$ cat src/rtl/cewd_pkg.sv
package cewd_pkg;

   localparam int unsigned DEF_TO_W          = 16;
   localparam int unsigned DEF_PULSE_TICKS   = 8;
   localparam int unsigned DEF_PD_HOLD_TICKS = 2;

   // source currently holding the CPU in reset
   typedef enum logic [1:0] {
      CAUSE_NONE = 2'd0,
      CAUSE_WDOG = 2'd1,
      CAUSE_PWR  = 2'd2
   } rst_cause_e;

endpackage

$ cat src/rtl/cewd_kick_detect.sv
module cewd_kick_detect #(
   parameter bit CE_ACTIVE_HIGH = 1'b1
) (
   input  logic clk,
   input  logic rst_n,
   input  logic ce_i,
   input  logic xfer_i,
   output logic kick_o
);

   logic sel_act;
   logic act_q;
   logic dirty_q;

   generate
      if (CE_ACTIVE_HIGH) begin : g_pol_high
         assign sel_act = ce_i;
      end else begin : g_pol_low
         assign sel_act = ~ce_i;
      end
   endgenerate

   // dirty_q remembers any transfer activity seen during the active window
   always_ff @(posedge clk or negedge rst_n) begin
      if (!rst_n) begin
         act_q   <= 1'b0;
         dirty_q <= 1'b0;
      end else begin
         act_q <= sel_act;
         if (sel_act && !act_q)
            dirty_q <= xfer_i;
         else if (sel_act && xfer_i)
            dirty_q <= 1'b1;
      end
   end

   assign kick_o = act_q && !sel_act && !dirty_q;

   // a transfer seen while active blocks the kick at the closing edge
   p_dirty_blocks_r4: assert property (@(posedge clk) disable iff (!rst_n)
      (sel_act && xfer_i) |=> !kick_o);

endmodule

$ cat src/rtl/cewd_timeout_ctr.sv
module cewd_timeout_ctr #(
   parameter int unsigned TO_W = 16
) (
   input  logic            clk,
   input  logic            rst_n,
   input  logic            run_i,
   input  logic            tick_i,
   input  logic            kick_i,
   input  logic [TO_W-1:0] limit_i,
   output logic [TO_W-1:0] cnt_o,
   output logic            expire_o
);

   localparam int unsigned CW = TO_W + 1;

   logic [TO_W-1:0] cnt_q;
   logic [CW-1:0]   eff_lim;
   logic [CW-1:0]   next_cnt;

   assign eff_lim  = (limit_i == '0) ? CW'(1) : {1'b0, limit_i};
   assign next_cnt = {1'b0, cnt_q} + CW'(1);
   assign expire_o = run_i && !kick_i && tick_i && (next_cnt >= eff_lim);

   always_ff @(posedge clk or negedge rst_n) begin
      if (!rst_n)
         cnt_q <= '0;
      else if (!run_i || kick_i || expire_o)
         cnt_q <= '0;
      else if (tick_i)
         cnt_q <= next_cnt[TO_W-1:0];
   end

   assign cnt_o = cnt_q;

   // the counter only moves on a tick
   p_no_tick_no_move_r2: assert property (@(posedge clk) disable iff (!rst_n)
      (!tick_i && run_i && !kick_i) |=> $stable(cnt_q));

endmodule

$ cat src/rtl/cewd_rst_shaper.sv
module cewd_rst_shaper
   import cewd_pkg::*;
#(
   parameter int unsigned PULSE_TICKS   = DEF_PULSE_TICKS,
   parameter int unsigned PD_HOLD_TICKS = DEF_PD_HOLD_TICKS
) (
   input  logic       clk,
   input  logic       rst_n,
   input  logic       tick_i,
   input  logic       expire_i,
   input  logic       pwr_down_i,
   output logic       wdog_busy_o,
   output logic       pwr_busy_o,
   output logic       pd_seen_o,
   output rst_cause_e cause_o
);

   localparam int unsigned PW = $clog2(PULSE_TICKS + 1);
   localparam int unsigned HW = $clog2(PD_HOLD_TICKS + 1);

   logic [PW-1:0] pulse_q;
   logic [HW-1:0] hold_q;
   logic          pd_q;

   always_ff @(posedge clk or negedge rst_n) begin
      if (!rst_n) begin
         pulse_q <= '0;
      end else if (expire_i) begin
         pulse_q <= PW'(PULSE_TICKS);
      end else if (tick_i && pulse_q != '0) begin
         pulse_q <= pulse_q - PW'(1);
      end
   end

   always_ff @(posedge clk or negedge rst_n) begin
      if (!rst_n) begin
         pd_q   <= 1'b0;
         hold_q <= '0;
      end else begin
         pd_q <= pwr_down_i;
         if (pd_q)
            hold_q <= HW'(PD_HOLD_TICKS);
         else if (tick_i && hold_q != '0)
            hold_q <= hold_q - HW'(1);
      end
   end

   assign wdog_busy_o = (pulse_q != '0);
   assign pwr_busy_o  = pd_q || (hold_q != '0);
   assign pd_seen_o   = pd_q;

   always_comb begin
      if (pwr_busy_o)
         cause_o = CAUSE_PWR;
      else if (wdog_busy_o)
         cause_o = CAUSE_WDOG;
      else
         cause_o = CAUSE_NONE;
   end

   // an expiry always starts a pulse
   p_expire_starts_pulse_r5: assert property (@(posedge clk) disable iff (!rst_n)
      expire_i |=> wdog_busy_o);

   // the release delay starts as soon as power-down clears
   p_hold_after_pd_r8: assert property (@(posedge clk) disable iff (!rst_n)
      $fell(pd_q) |-> pwr_busy_o);

endmodule

$ cat src/rtl/cewd_supervisor.sv
module cewd_supervisor
   import cewd_pkg::*;
#(
   parameter int unsigned TO_W           = DEF_TO_W,
   parameter int unsigned PULSE_TICKS    = DEF_PULSE_TICKS,
   parameter int unsigned PD_HOLD_TICKS  = DEF_PD_HOLD_TICKS,
   parameter bit          CE_ACTIVE_HIGH = 1'b1
) (
   input  logic            clk,
   input  logic            rst_n,
   input  logic            ce_i,
   input  logic            xfer_i,
   input  logic            tick_i,
   input  logic            pwr_down_i,
   input  logic            wd_en_i,
   input  logic [TO_W-1:0] timeout_i,
   output logic            cpu_rst_n_o,
   output logic            pwr_sw_en_o
);

   initial begin
      a_to_w: assert (TO_W >= 1 && TO_W <= 32)
         else $error("TO_W out of range");
      a_pulse: assert (PULSE_TICKS >= 1)
         else $error("PULSE_TICKS must be at least 1");
      a_hold: assert (PD_HOLD_TICKS >= 1)
         else $error("PD_HOLD_TICKS must be at least 1");
   end

   logic            kick;
   logic            expire;
   logic            run;
   logic            wdog_busy;
   logic            pwr_busy;
   logic            pd_seen;
   logic [TO_W-1:0] cnt;
   rst_cause_e      cause;

   cewd_kick_detect #(
      .CE_ACTIVE_HIGH (CE_ACTIVE_HIGH)
   ) u_kick (
      .clk    (clk),
      .rst_n  (rst_n),
      .ce_i   (ce_i),
      .xfer_i (xfer_i),
      .kick_o (kick)
   );

   assign run = wd_en_i && !wdog_busy && !pwr_busy;

   cewd_timeout_ctr #(
      .TO_W (TO_W)
   ) u_ctr (
      .clk      (clk),
      .rst_n    (rst_n),
      .run_i    (run),
      .tick_i   (tick_i),
      .kick_i   (kick),
      .limit_i  (timeout_i),
      .cnt_o    (cnt),
      .expire_o (expire)
   );

   cewd_rst_shaper #(
      .PULSE_TICKS   (PULSE_TICKS),
      .PD_HOLD_TICKS (PD_HOLD_TICKS)
   ) u_shape (
      .clk         (clk),
      .rst_n       (rst_n),
      .tick_i      (tick_i),
      .expire_i    (expire),
      .pwr_down_i  (pwr_down_i),
      .wdog_busy_o (wdog_busy),
      .pwr_busy_o  (pwr_busy),
      .pd_seen_o   (pd_seen),
      .cause_o     (cause)
   );

   assign cpu_rst_n_o = !(wd_en_i && (cause != CAUSE_NONE));
   assign pwr_sw_en_o = !pd_seen;

   // disabled means no reset and a cleared counter
   p_disabled_quiet_r1: assert property (@(posedge clk) disable iff (!rst_n)
      !wd_en_i |-> cpu_rst_n_o);
   p_disabled_clears_r1: assert property (@(posedge clk) disable iff (!rst_n)
      !wd_en_i |=> cnt == '0);

   // a kick while running restarts the counter
   p_kick_restart_r3: assert property (@(posedge clk) disable iff (!rst_n)
      (kick && run) |=> cnt == '0);

   // power-down with enable holds the reset low
   p_pd_reset_r6: assert property (@(posedge clk) disable iff (!rst_n)
      (pd_seen && wd_en_i) |-> !cpu_rst_n_o);

   // switch enable follows the sensed power state one clock later
   p_sw_en_r7: assert property (@(posedge clk) disable iff (!rst_n)
      pwr_down_i |=> !pwr_sw_en_o);

endmodule

$ cat config.mk
export PLATFORM = sky130hd
export DESIGN_NAME = cewd_supervisor
export DESIGN_NICKNAME = d
export VERILOG_FILES = /design/src/rtl/cewd_pkg.sv /design/src/rtl/cewd_kick_detect.sv /design/src/rtl/cewd_timeout_ctr.sv /design/src/rtl/cewd_rst_shaper.sv /design/src/rtl/cewd_supervisor.sv
export SDC_FILE = /design/constraint.sdc
export NUM_CORES = 1
export LEC_CHECK = 0
export BUFFER_PORTS_ARGS = -buffer_cell sky130_fd_sc_hd__buf_2
export CORE_MARGIN = 2
export CORE_UTILIZATION = 30
export CTS_CLUSTER_DIAMETER = 80
export CTS_CLUSTER_SIZE = 40
export DETAILED_ROUTE_END_ITERATION = 16
export PLACE_DENSITY = 0.61
export SLEW_MARGIN = 25
export SYNTH_ARGS = -nofsm -noshare
export SYNTH_HDL_FRONTEND = slang
export SYNTH_SLANG_ARGS = --single-unit
$ cat constraint.sdc
create_clock -name clk -period 3.3 [get_ports clk]
set_input_delay 0 -clock clk [delete_from_list [all_inputs] [get_ports clk]]
set_output_delay 0 -clock clk [all_outputs]
set_load 0.01 [all_outputs]
* Word level (Yosys, flattened, before mapping)
Cells that the tools add are included.
** Storage, ports and cells
- Word-level logic and storage cells :: 53
- Output and inout port bits :: 2
- Flip-flop bits (word level) :: 25
- Input bits :: 23
** Operators by class
- Reduce and logical (&&, ||, !) cells :: 32
- Magnitude comparators :: 1
- Mux-type cells :: 11
- Add/sub/neg operators :: 3
** Operators by type and width (number)
- 2-to-1 mux 16 bit :: 3
- adder 16 x 1 -> 17 bit (second input constant) :: 1
- greater-or-equal comparator 17 bit :: 1
- logical NOT 16 bit :: 1
- logical AND 1 bit :: 12
- nonzero test 2 bit :: 6
- logical NOT 1 bit :: 9
- 2-to-1 mux 4 bit :: 2
- 2-to-1 mux 2 bit :: 3
- nonzero test 4 bit :: 1
- subtractor 4 x 1 -> 4 bit (second input constant) :: 1
- logical OR 1 bit :: 3
- 2-to-1 mux 1 bit :: 3
- subtractor 2 x 1 -> 2 bit (second input constant) :: 1

* Logic depth before layout (Yosys ltp)
Gate-level depths: netlist of the first run.
- Depth in word-level cells :: 9
- Depth in mapped cells :: 14
- Mapped depth without buffers :: 13

* Hierarchy
From an unflattened synthesis of the first run, not the netlist that was laid out.
** Second synthesis, totals
- Cell total of the unflattened synthesis :: 211
- Area total of the unflattened synthesis :: 1879.3 um^2
** Modules (own cells, without submodules)
- cewd_timeout_ctr :: instances 1, seq. area each 400.4 um^2, area an instance 1431.4 um^2, cells each 168
- cewd_rst_shaper :: instances 1, seq. area each 175.2 um^2, area an instance 354.1 um^2, cells each 35
- cewd_kick_detect :: instances 1, seq. area each 50.0 um^2, area an instance 72.6 um^2, cells each 5
- cewd_supervisor :: instances 1, seq. area each 0.0 um^2, area an instance 21.3 um^2, cells each 3

* Worst setup path before layout of the first run
No wires, ideal clock.
- Path type :: reg2reg
- From :: register u_ctr.cnt_q[0] (netlist: u_ctr.cnt_o[0])
- To :: register u_ctr.cnt_q[2] (netlist: u_ctr.cnt_o[2])
- Library setup time :: 0.084 ns
- Path buffers :: 1
- Cell stages (with the launch flop) :: 15
- Setup slack :: 0.228 ns
- Arrival :: 2.988 ns
- Period minus slack after synthesis :: 3.072 ns
- Required time :: 3.216 ns
- Cell sequence :: dfrtp_1 > ha_1 > inv_1 > nor4_4 > nand3_1 > xnor2_1 > ha_1 > a21o_1 > a21o_1 > a31oi_2 > and4_1 > buf_6 > nand2_2 > or3_1 > a31oi_1
** On the way
- Longest elaborated chain between the ends :: 5
- Elaborated cells on any way between the ends :: 7
- Classes of those cells :: 1 x add/sub; 1 x order compare; 2 x mux; 3 x reduce/logical
** RTL lines
- start: declaration :: line cewd_timeout_ctr.sv:16 : logic [TO_W-1:0] cnt_q;
- start signal: assignment :: line cewd_timeout_ctr.sv:30 : cnt_q <= next_cnt[TO_W-1:0];
- adder 16 x 1 -> 17 bit (*) :: line cewd_timeout_ctr.sv:21 : assign next_cnt = {1'b0, cnt_q} + CW'(1);
- greater-or-equal comparator 17 bit :: line cewd_timeout_ctr.sv:22 : assign expire_o = run_i && !kick_i && tick_i && (next_cnt >= eff_lim);
- logical AND 1 bit :: line cewd_timeout_ctr.sv:22
- logical OR 1 bit :: line cewd_timeout_ctr.sv:27 : else if (!run_i || kick_i || expire_o)
- 2-to-1 mux 16 bit or nonzero test 2 bit (tied branches)
Every way passes the cells marked *; elsewhere a longest branch is shown, timed or not. The select of a mux whose other input is x is not followed.
A chain may end at the register's enable or synchronous reset.

* Worst setup path in the final report of the first run
- From :: register u_ctr.cnt_q[3] (netlist: u_ctr.cnt_o[3])
- To :: register u_ctr.cnt_q[2] (netlist: u_ctr.cnt_o[2])
** On the way
- Longest elaborated chain between the ends :: 5
- Elaborated cells on any way between the ends :: 6
- Classes of those cells :: 1 x add/sub; 1 x order compare; 1 x mux; 3 x reduce/logical
** RTL lines (line)
- adder 16 x 1 -> 17 bit (*) :: cewd_timeout_ctr.sv:21
- greater-or-equal comparator 17 bit (*) :: cewd_timeout_ctr.sv:22
- logical AND 1 bit (*) :: cewd_timeout_ctr.sv:22
- logical OR 1 bit (*) :: cewd_timeout_ctr.sv:27
- 2-to-1 mux 16 bit or nonzero test 2 bit (tied branches)
Every way passes the cells marked *; elsewhere a longest branch is shown, timed or not.

==> results.md, run 1 <==
| Quantity | This run |
| --- | --- |
| Maximum number of pins on one net before global-route repair | 26 |
| Highest routed metal layer | met4 |
| Number of max-capacitance violations reported | 0 |
| Proportion of synthesized chip area in sequential cells | 33.0% |
| Post-Syn Area | 0.00190 mm² |
| Count of input and output buffers | 24 |
| DIE WIDTH | 83.5 µm |
| Slowest library cell on the worst path | sky130_fd_sc_hd__dfrtp_1 |
| Top area cells in the synthesized netlist | sky130_fd_sc_hd__dfrtp_1, sky130_fd_sc_hd__ha_1, sky130_fd_sc_hd__a21oi_1, sky130_fd_sc_hd__xnor2_1, sky130_fd_sc_hd__nand2_1 |
| Maximum cell stage delay along the critical path | 420 ps |
| Sequential group share of total power | 52.8% |
| Proportion of synthesized flip-flops having asynchronous set or reset | 100% |
| Final cycle utilization of the critical path | 93.9% |
| Cell family contributing the most delay on the critical path | simple AND/OR/NAND/NOR gates |
| Unique cell type count in the Yosys netlist | 37 |
| Critical path launch point type | register |
| Clock share of power | 26.7% |
| Setup CP Type | register to register |
| TritonCTS Sinks | 25 |
| Count of final max-slew check failures | 0 |
| Buffers plus inverters on the worst setup path | 0 |
| Initial core utilization | 31.5% |
| Maximum clock skew at final layout | 9.14 ps |
| IO Count | 25 |
| Power consumption | 685 µW |
| Number of global-route vias before repair | 1609 |
| Final setup violating endpoints | 0 |
| Clock-pin slew reported for the worst setup and hold paths after clock tree synthesis | 90 ps |
| CP Data Required Time | 3480 ps |
| Total grt overflow | 0 |
| Number of remaining DRC errors | 0 |
| TritonCTS clock tree | yes |
| Crit path time final | 3100 ps |
| Placed Instance Area | 0.00212 mm² |
| Max Fclk | 0.323 GHz |
| Wire length on met1 | 1930 µm |
| Vias per Instance | 4.95 |
| Cell breakdown of the critical path | nand3_1 > nor4_4 > nand3_1 > xnor2_2 > ha_1 > a21o_1 > a21o_1 > a31oi_2 > and4_4 > nand2_2 > or3_1 > a31oi_1 |
| Slew HR | 48.0% |
| Initial antenna violation count | 0 |
| Status | finished, final reports clean |
| Synthesized area per cell | 8.43 µm² |
| Average wire per standard cell | 12.9 µm |
| Antenna fix cells | 0 |
| Comb pwr share | 20.5% |
| Core Region | 0.00603 mm² |
| Number of fillers in the final layout | 639 |
| Number of antenna-violating nets in the routed design | 0 |
| Die area | 0.00697 mm² |
| Portion of synthesized cell area occupied by the leading cell type | 33.0% |
| Std-Cell Rows | 28 |
| Commonest cells after routing, fill and taps aside | sky130_fd_sc_hd__nand2_1, sky130_fd_sc_hd__a21oi_1, sky130_fd_sc_hd__buf_2, sky130_fd_sc_hd__inv_1, sky130_fd_sc_hd__dfrtp_1 |
| WL final | 4290 µm |
| Top fanout value on the critical path | 5 |
| Arrival @ worst endpoint | 3280 ps |
| Cts bufs inserted | 3 |
| Total nets after synthesis | 267 |
| Wire length of the first global-routing pass | 7260 µm |
| Non-Filler Cell Area, Final | 0.00225 mm² |
| Top cell type by total area after synthesis | sky130_fd_sc_hd__dfrtp_1 |
| P&R area growth vs syn | 18.4% |
| Master cell of the clock root buffer | sky130_fd_sc_hd__clkbuf_8 |
| Number of enable flip-flop cells after synthesis | 0 |
| Flop and latch count out of synthesis | 25 |
| Clock insertion delay at the later pin of the skew report | 270 ps |
| Actual slew at the worst max-slew pin | 777 ps |
| Class of the tightest hold or removal check | input port to register |
| Length of routed met3 wiring | 156 µm |
| WL met2 | 2200 µm |
| Warning count from the yosys run | 0 |
| Final-stage net count | 302 |
| Number of vias after detailed routing | 1653 |
| First-pass iteration count of the detailed router | 4 |
| Leakage power of the design | 1.09 nW |
| Global-route usage over all layers | 12.5% |
| Hold Violations, Final | 0 |
| Vert. Die Dim | 83.5 µm |
| Power density over the cells | 305 mW/mm² |
| H-tree lvl count | 1 |
| Fraction of power spent switching nets | 28.7% |
| VDD IR-drop max | 224 µV |
| Initial DRC Count | 98 |
| Ratio of cells with drive above 1 in the final layout | 18.5% |
| Endpoint type of the worst setup path | register |
| Cell-internal power | 488 µW |
| Switching power | 196 µW |
| Maximum root-to-sink buffer count | 2 |
| Gp weighted congestion | 0.810 |
| Most frequently used flop master after synthesis | sky130_fd_sc_hd__dfrtp_1 |
| Final HPWL DP | 3260 µm |
| Number of cells produced by synthesis | 225 |
power by group through the flow:
| stage | clock, mW | sequential (mW) | combinational [mW] |
|---|---|---|---|
| 2_1_floorplan | 0 | 0.363 | 0.0941 |
| 3_3_place_gp | 0 | 0.367 | 0.133 |
| 3_5_place_dp | 0 | 0.367 | 0.139 |
| 4_1_cts | 0.191 | 0.362 | 0.144 |
| 5_1_grt | 0.209 | 0.367 | 0.161 |
| 6_report | 0.183 | 0.361 | 0.141 |
cell type report:
| type | count | area [µm²] | share of cell area (%) |
|---|---|---|---|
| well taps | 75 | 93.8 | 4.18 |
| multi-input cells | 171 | 1170 | 52.1 |
| flip-flops and latches | 25 | 629 | 28.0 |
| inverters | 23 | 86.3 | 3.84 |
| clock inverters | 1 | 5.00 | 0.223 |
| repair buffers | 36 | 220 | 9.81 |
| clock buffers | 3 | 41.3 | 1.84 |
synth_stat cells (all sizes together), types with 2 or more instances:
library cell,number
nand2,26
a21oi,25
dfrtp,25
inv,23
ha,19
nand3,16
nor2,12
xnor2,11
o21ai,7
xor2,7
nand4,6
nor3,6
nand2b,5
nor4,5
or3,4
and4,3
buf,3
clkbuf,3
nand4b,3
a21o,2
a31oi,2
and2,2
and3,2
through the flow:
step | hold slack [ps] | setup TNS [ps] | setup WS, ps | utilization (%) | instances
after detailed placement | 39.3 | 0 | 163 | 35.1 | 324
final | 142 | 0 | 201 | 37.3 | 334
after CTS | 144 | 0 | 146 | 36.6 | 332
after global placement | 40.8 | 0 | 198 | 35.1 | 324
after global routing | 149 | -21.1 | -21.1 | 37.3 | 334
after floorplan | -296 | 0 | 228 | - | 225
path summary, 6_finish.rpt:
check / startpoint / endpoint / slack (ps) / cells past startpoint
min: tick_i / u_ctr.cnt_o[14] / 140 / 3
max reg2reg: u_ctr.cnt_o[3] / u_ctr.cnt_o[2] / 200 / 12
min reg2reg: u_shape.pd_seen_o / u_shape.hold_q[0] / 440 / 1
max in group asynchronous: rst_n / u_ctr.cnt_o[5] / 2620 / 2
max: u_ctr.cnt_o[3] / u_ctr.cnt_o[2] / 200 / 12
min in group asynchronous: rst_n / u_shape.pd_seen_o / 260 / 2
metal layers:
layer	vias to the layer above	GRT usage [%]
met5	-	0
met3	2	2.47
met4	0	1.61
li1	850	-
met1	777	16.0
met2	24	22.3
logic make-up after synthesis:
logic type	share of synthesized area, %
compound gates	12.9
xor+xnor	8.31
fa+ha+maj	12.5
buf+inv	6.60
flops	33.0
simple gates	26.7
state kept, by name (all words and copies together) (netlist names):
name,cells
u_ctr.cnt_o,16
u_shape.pulse_q,4
u_shape.hold_q,2
u_kick.act_q,1
u_kick.dirty_q,1
u_shape.pd_seen_o,1
worst reg2reg max path, cell delays in order, from the launching register on:
cell	delay, ps
sky130_fd_sc_hd__dfrtp_1	420
sky130_fd_sc_hd__nand3_1	170
sky130_fd_sc_hd__nor4_4	340
sky130_fd_sc_hd__nand3_1	180
sky130_fd_sc_hd__xnor2_2	180
sky130_fd_sc_hd__ha_1	320
sky130_fd_sc_hd__a21o_1	180
sky130_fd_sc_hd__a21o_1	180
sky130_fd_sc_hd__a31oi_2	190
sky130_fd_sc_hd__and4_4	280
sky130_fd_sc_hd__nand2_2	70
sky130_fd_sc_hd__or3_1	330
sky130_fd_sc_hd__a31oi_1	170
what timing repair did:
action	CTS	global route
buffers inserted	0	2
endpoints found under the hold margin	28	0
setup endpoints to repair	0	15
hold buffers	4	0
resized for setup	0	9
No activity file was read; power rests on OpenSTA's default activity.
==> run 2, diff against run 1 <==
Settings changed: CAP_MARGIN from default to 15, CTS_CLUSTER_SIZE 40 to default, PLACE_DENSITY 0.61 to 0.59.
Clock period 3.3 ns to 3.8 ns, I/O delays scaled along.
==> results.md, run 2 (synthesis results as in run 1) <==
| Quantity | This run | Delta |
| --- | --- | --- |
| Status | finished, final reports clean |  |
| Setup CP Type | register to register |  |
| Final HPWL DP | 3220 µm | -1.2% |
| Master cell of the clock root buffer | sky130_fd_sc_hd__clkbuf_8 |  |
| Number of vias after detailed routing | 1621 | -1.9% |
| Final-stage net count | 296 | -2.0% |
| Initial antenna violation count | 0 | unchanged |
| Number of global-route vias before repair | 1629 | +1.2% |
| Final cycle utilization of the critical path | 92.3% | -1.6 points |
| Crit path time final | 3510 ps | +408 ps |
| Actual slew at the worst max-slew pin | 769 ps | -8.60 ps |
| H-tree lvl count | 1 | unchanged |
| Post-Place Worst Slack | 334 ps | +171 ps |
| Met3 capacity usage during global routing | 2.57% | +0.099 points |
| Cts bufs inserted | 3 | unchanged |
| Wire length of the first global-routing pass | 7240 µm | -0.28% |
| Register-to-Register Setup Slack | 290 ps | +90 ps |
| Clock-pin slew reported for the worst setup and hold paths after clock tree synthesis | 90 ps | about the same |
| Number of remaining DRC errors | 0 | unchanged |
| Grt met2 use | 21.0% | -1.2 points |
| Commonest cells after routing, fill and taps aside | sky130_fd_sc_hd__nand2_1, sky130_fd_sc_hd__a21oi_1, sky130_fd_sc_hd__dfrtp_1, sky130_fd_sc_hd__buf_2, sky130_fd_sc_hd__inv_1 |  |
| First-pass iteration count of the detailed router | 4 | unchanged |
| VDD IR-drop max | 166 µV | -26% |
| WL final | 4110 µm | -4.2% |
| Maximum number of pins on one net before global-route repair | 26 | unchanged |
| TritonCTS Sinks | 25 | unchanged |
| Std-Cell Rows | 28 | unchanged |
| Vert. Die Dim | 83.5 µm | unchanged |
| Setup repair after global routing missed its margin | no |  |
| Maximum clock skew at final layout | 1.39 ps | -7.75 ps |
| IO Count | 25 | unchanged |
| Hold Violations, Final | 0 | unchanged |
| Top fanout value on the critical path | 6 | +1 |
| Peak-usage layer in the global routing report | met2 |  |
| Vias per Instance | 4.94 | -0.14% |
| Initial core utilization | 31.5% | unchanged |
| DIE WIDTH | 83.5 µm | unchanged |
| Final setup violating endpoints | 0 | unchanged |
| Minimum setup slack in the final design | 293 ps | +91.7 ps |
| Maximum root-to-sink buffer count | 2 | unchanged |
| Met1 track utilization from global routing | 16.0% | about the same |
| Number of antenna-violating nets in the routed design | 0 | unchanged |
| Critical path launch point type | register |  |
| Leakage power of the design | 1.04 nW | -4.6% |
| Largest register FFs | 16 | unchanged |
| Initial DRC Count | 62 | -37% |
| Class of the tightest hold or removal check | input port to register |  |
| Endpoint type of the worst setup path | register |  |
| CP Data Required Time | 3970 ps | +490 ps |
| Number of max-capacitance violations reported | 0 | unchanged |
| Antenna fix cells | 0 | unchanged |
| Ratio of cells with drive above 1 in the final layout | 13.8% | -4.7 points |
| Core Region | 0.00603 mm² | unchanged |
| Count of final max-slew check failures | 0 | unchanged |
| Setup tns final | 0 ps | unchanged |
| Die area | 0.00697 mm² | unchanged |
| Gp weighted congestion | 0.824 | +1.7% |
| Final Core Density | 36.1% | -1.2 points |
| Power density over the cells | 272 mW/mm² | -11% |
| TritonCTS clock tree | yes |  |
| Average wire per standard cell | 12.5 µm | -2.5% |
| Arrival @ worst endpoint | 3670 ps | +390 ps |
| Total grt overflow | 0 | unchanged |
| Max Fclk | 0.285 GHz | -12% |
| Count of input and output buffers | 24 | unchanged |
| Global-route usage over all layers | 12.4% | -0.060 points |
| P&R area growth vs syn | 14.6% |  |
| Clock insertion delay at the later pin of the skew report | 270 ps | about the same |
| Slew HR | 48.6% | +0.57 points |
-- run 2: layout make-up --
type | count | area [µm²]
clock inverters | 1 | 5.00
repair buffers | 30 | 175
flip-flops and latches | 25 | 626
inverters | 23 | 86.3
fillers | 643 | 3850
well taps | 75 | 93.8
multi-input cells | 171 | 1150
clock buffers | 3 | 41.3
-- run 2: critical path: stages (launching register included) --
cell,delay (ps)
sky130_fd_sc_hd__dfrtp_1,430
sky130_fd_sc_hd__ha_1,260
sky130_fd_sc_hd__inv_1,100
sky130_fd_sc_hd__nor4_4,430
sky130_fd_sc_hd__nand3_1,150
sky130_fd_sc_hd__xnor2_1,310
sky130_fd_sc_hd__ha_1,320
sky130_fd_sc_hd__a21oi_1,140
sky130_fd_sc_hd__o21a_1,130
sky130_fd_sc_hd__a2bb2oi_1,230
sky130_fd_sc_hd__and4_1,300
sky130_fd_sc_hd__nand2_2,100
sky130_fd_sc_hd__or3_1,320
sky130_fd_sc_hd__a31oi_1,200
-- run 2: per-stage QoR --
step	hold slack (ps)	power (mW)	std cells	instance area, µm²
after detailed placement	33.3	0.438	320	2090
after CTS	131	0.606	328	2170
final	139	0.592	328	2170
after global routing	156	0.637	328	2170
after global placement	35.8	0.434	320	2090
after floorplan	-296	0.397	225	1900
-- run 2: what timing repair did --
action / 4_1_cts / 5_1_grt
setup buffers: 0 / 0
hold buffers: 4 / 0
hold endpoints to repair: 28 / 0
gates resized for setup: 0 / 0
-- run 2: where the power goes --
group / internal (mW) / leakage, nW / switching, mW
logic: 0.0563 / 0.684 / 0.0627
clock network: 0.0734 / 0.0255 / 0.0856
registers: 0.294 / 0.328 / 0.0200
-- run 2: layer usage --
layer | vias up | wire [µm]
li1 | 840 | -
met4 | 0 | 87
met1 | 753 | 2010
met5 | - | 0
met3 | 8 | 101
met2 | 20 | 1920
-- run 2: worst paths after layout --
path                              startpoint                  to  cells after the start
min in group asynchronous              rst_n      u_kick.dirty_q                      2
max reg2reg                   u_ctr.cnt_o[0]      u_ctr.cnt_o[2]                     13
max in group asynchronous              rst_n  u_shape.pulse_q[2]                      2
min                                   tick_i     u_ctr.cnt_o[14]                      3
min reg2reg                u_shape.pd_seen_o   u_shape.hold_q[0]                      1
max                           u_ctr.cnt_o[0]      u_ctr.cnt_o[2]                     13
==> run 3, diff against run 2 <==
Settings changed: CTS_CLUSTER_SIZE from default to 28, SETUP_SLACK_MARGIN from default to 0.02.
Clock period 3.8 ns to 3.43 ns, I/O delays scaled along.
==> results.md, run 3 (synthesis results as in run 1) <==
| Quantity | This run | Delta |
| --- | --- | --- |
| Grt met2 use | 21.9% | +0.88 points |
| Critical path launch point type | register |  |
| Final HPWL DP | 3270 µm | +1.6% |
| Std-Cell Rows | 28 | unchanged |
| Cell-internal power | 471 µW | +11% |
| CP Data Required Time | 3630 ps | -340 ps |
| Logic depth of the worst setup path including buffers | 12 | -1 |
| Number of remaining DRC errors | 0 | unchanged |
| Actual slew at the worst max-slew pin | 580 ps | -189 ps |
| Register-to-Register Setup Slack | 290 ps | about the same |
| Initial antenna violation count | 0 | unchanged |
| Endpoint, Worst Hold | u_ctr.cnt_o[14] |  |
| Max Fclk | 0.318 GHz | +12% |
| Antenna fix cells | 0 | unchanged |
| Comb pwr share | 20.0% | about the same |
| Class of the tightest hold or removal check | input port to register |  |
| Setup CP Type | register to register |  |
| WL final | 4250 µm | +3.4% |
| Top fanout value on the critical path | 5 | -1 |
| Gp weighted congestion | 0.801 | -2.8% |
| Cts bufs inserted | 3 | unchanged |
| Number of vias after detailed routing | 1625 | +0.25% |
| Met1 track utilization from global routing | 18.0% | +2.0 points |
| Hold Violations, Final | 0 | unchanged |
| First-pass iteration count of the detailed router | 4 | unchanged |
| Leakage power of the design | 1.07 nW | +3.0% |
| Maximum root-to-sink buffer count | 2 | unchanged |
| Start of the worst register-to-register path | u_ctr.cnt_o[3] |  |
| VDD IR-drop max | 183 µV | +10% |
| Clock share of power | 27.6% | +0.7 points |
| Count of input and output buffers | 24 | unchanged |
| TritonCTS clock tree | yes |  |
| Ratio of cells with drive above 1 in the final layout | 16.3% | +2.4 points |
| Number of antenna-violating nets in the routed design | 0 | unchanged |
| Power density over the cells | 298 mW/mm² | +9.6% |
| Final setup violating endpoints | 0 | unchanged |
| Logic depth of the worst register-to-register path | 12 | -1 |
| Setup repair after global routing missed its margin | no |  |
| Non-Filler Cell Area, Final | 0.00222 mm² | +2.2% |
| DIE WIDTH | 83.5 µm | unchanged |
| IO Count | 25 | unchanged |
| Buffers plus inverters on the worst setup path | 0 | -1 |
| Count of final max-slew check failures | 0 | unchanged |
| Slowest library cell on the worst path | sky130_fd_sc_hd__dfrtp_1 |  |
| Most common cell type on the critical path | sky130_fd_sc_hd__nand3_1 |  |
| Hold-critical path depth | 3 | unchanged |
| Maximum cell stage delay along the critical path | 460 ps | +30 ps |
| Fraction of power spent switching nets | 29.0% | +0.57 points |
| Placed Instance Area | 0.00212 mm² | +1.4% |
| Setup tns final | 0 ps | unchanged |
| Cell breakdown of the critical path | nand3_1 > nor4_4 > nand3_1 > xnor2_2 > ha_1 > a21oi_1 > o21a_1 > a2bb2oi_1 > and4_1 > nand2_2 > or3_1 > a31oi_1 |  |
| Core Region | 0.00603 mm² | unchanged |
| Vias per Instance | 4.88 | -1.3% |
| Power consumption | 663 µW | +12% |
| Arrival @ worst endpoint | 3340 ps | -330 ps |
| Master cell of the clock root buffer | sky130_fd_sc_hd__clkbuf_8 |  |
| Number of fillers in the final layout | 633 | -1.6% |
| Total grt overflow | 0 | unchanged |
| Commonest cells after routing, fill and taps aside | sky130_fd_sc_hd__nand2_1, sky130_fd_sc_hd__a21oi_1, sky130_fd_sc_hd__buf_2, sky130_fd_sc_hd__dfrtp_1, sky130_fd_sc_hd__inv_1 |  |
| Number of global-route vias before repair | 1581 | -2.9% |
| Clock insertion delay at the later pin of the skew report | 280 ps | about the same |
| Endpoint type of the worst setup path | register |  |
| P&R area growth vs syn | 17.2% |  |
| Cell family contributing the most delay on the critical path | simple AND/OR/NAND/NOR gates |  |
| Worst Min Path Start | tick_i |  |
| Largest register FFs | 16 | unchanged |
| Number of max-capacitance violations reported | 0 | unchanged |
| Initial DRC Count | 78 | +26% |
| TritonCTS Sinks | 25 | unchanged |
| Switching power | 192 µW | +14% |
| Final Core Density | 36.9% | +0.81 points |
| Sequential group share of total power | 52.4% | -0.6 points |
| Crit path time final | 3140 ps | -367 ps |
| Vert. Die Dim | 83.5 µm | unchanged |
| Die area | 0.00697 mm² | unchanged |
| H-tree lvl count | 1 | unchanged |
| Initial core utilization | 31.5% | unchanged |
| Clock-pin slew reported for the worst setup and hold paths after clock tree synthesis | 100 ps | about the same |
| Average wire per standard cell | 12.8 µm | +1.8% |
| Peak-usage layer in the global routing report | met2 |  |
| Reg2reg end | u_ctr.cnt_o[2] |  |
| Maximum clock skew at final layout | 7.04 ps | +5.65 ps |
| Met3 capacity usage during global routing | 2.08% | -0.49 points |
| Wire length of the first global-routing pass | 7530 µm | +4.0% |
| Final-stage net count | 301 | +1.7% |
| Maximum number of pins on one net before global-route repair | 26 | unchanged |
| Final cycle utilization of the critical path | 91.5% | -0.75 points |
| Slew HR | 61.3% | +13 points |
| Status | finished, final reports clean |  |
| Global-route usage over all layers | 13.1% | +0.63 points |
## run 3: repair_timing
item / CTS / global route
setup buffers: 0 / 1
hold buffers: 4 / 0
endpoints found under the setup margin: 0 / 19
endpoints found under the hold margin: 28 / 0
resized for setup: 0 / 2
## run 3: area by class of cell
class                      instances  area, µm²  area share (%)
multi-input combinational        171       1150            51.9
clock buffer                       3       41.3            1.86
tap                               75       93.8            4.22
clock inverter                     1       7.51           0.338
sequential                        25        627            28.2
inverter                          23       86.3            3.89
timing repair buffer              35        213            9.57
## run 3: metrics by stage
stage	cells	setup WS (ps)	hold slack (ps)
finish	333	290	151
global route	333	30.3	168
CTS	332	125	140
detailed placement	324	113	41.9
global placement	324	201	44.5
floorplan	225	358	-296
## run 3: worst reg2reg max path, delay by kind of cell (launching register included)
family | cells | cell delay (ps)
fa+ha+maj | 1 | 340
flops | 1 | 460
simple gates | 6 | 1420
compound gates | 4 | 670
xor+xnor | 1 | 180
## run 3: routing by layer
layer / vias to the layer above / wire length, µm
met5: - / 0
met4: 0 / 27
met3: 5 / 96
met2: 14 / 2020
met1: 754 / 2110
li1: 852 / -
## run 3: power by group through the flow
stage	Clock (mW)	Combinational [mW]	Sequential, mW
after floorplan	0	0.0905	0.349
after global placement	0	0.128	0.354
after detailed placement	0	0.130	0.354
after CTS	0.189	0.135	0.348
after global routing	0.205	0.155	0.351
final	0.183	0.132	0.347
## run 3: worst max path at each step
| stage | from | to | slack [ps] |
|---|---|---|---|
| after floorplan | u_ctr.cnt_o[0] | u_ctr.cnt_o[2] | 360 |
| after global placement | u_ctr.cnt_o[1] | u_ctr.cnt_o[2] | 200 |
| after detailed placement | u_ctr.cnt_o[1] | u_ctr.cnt_o[2] | 110 |
| after CTS | u_ctr.cnt_o[1] | u_ctr.cnt_o[2] | 130 |
| after global routing | u_ctr.cnt_o[3] | u_ctr.cnt_o[2] | 30 |
| final | u_ctr.cnt_o[3] | u_ctr.cnt_o[2] | 290 |
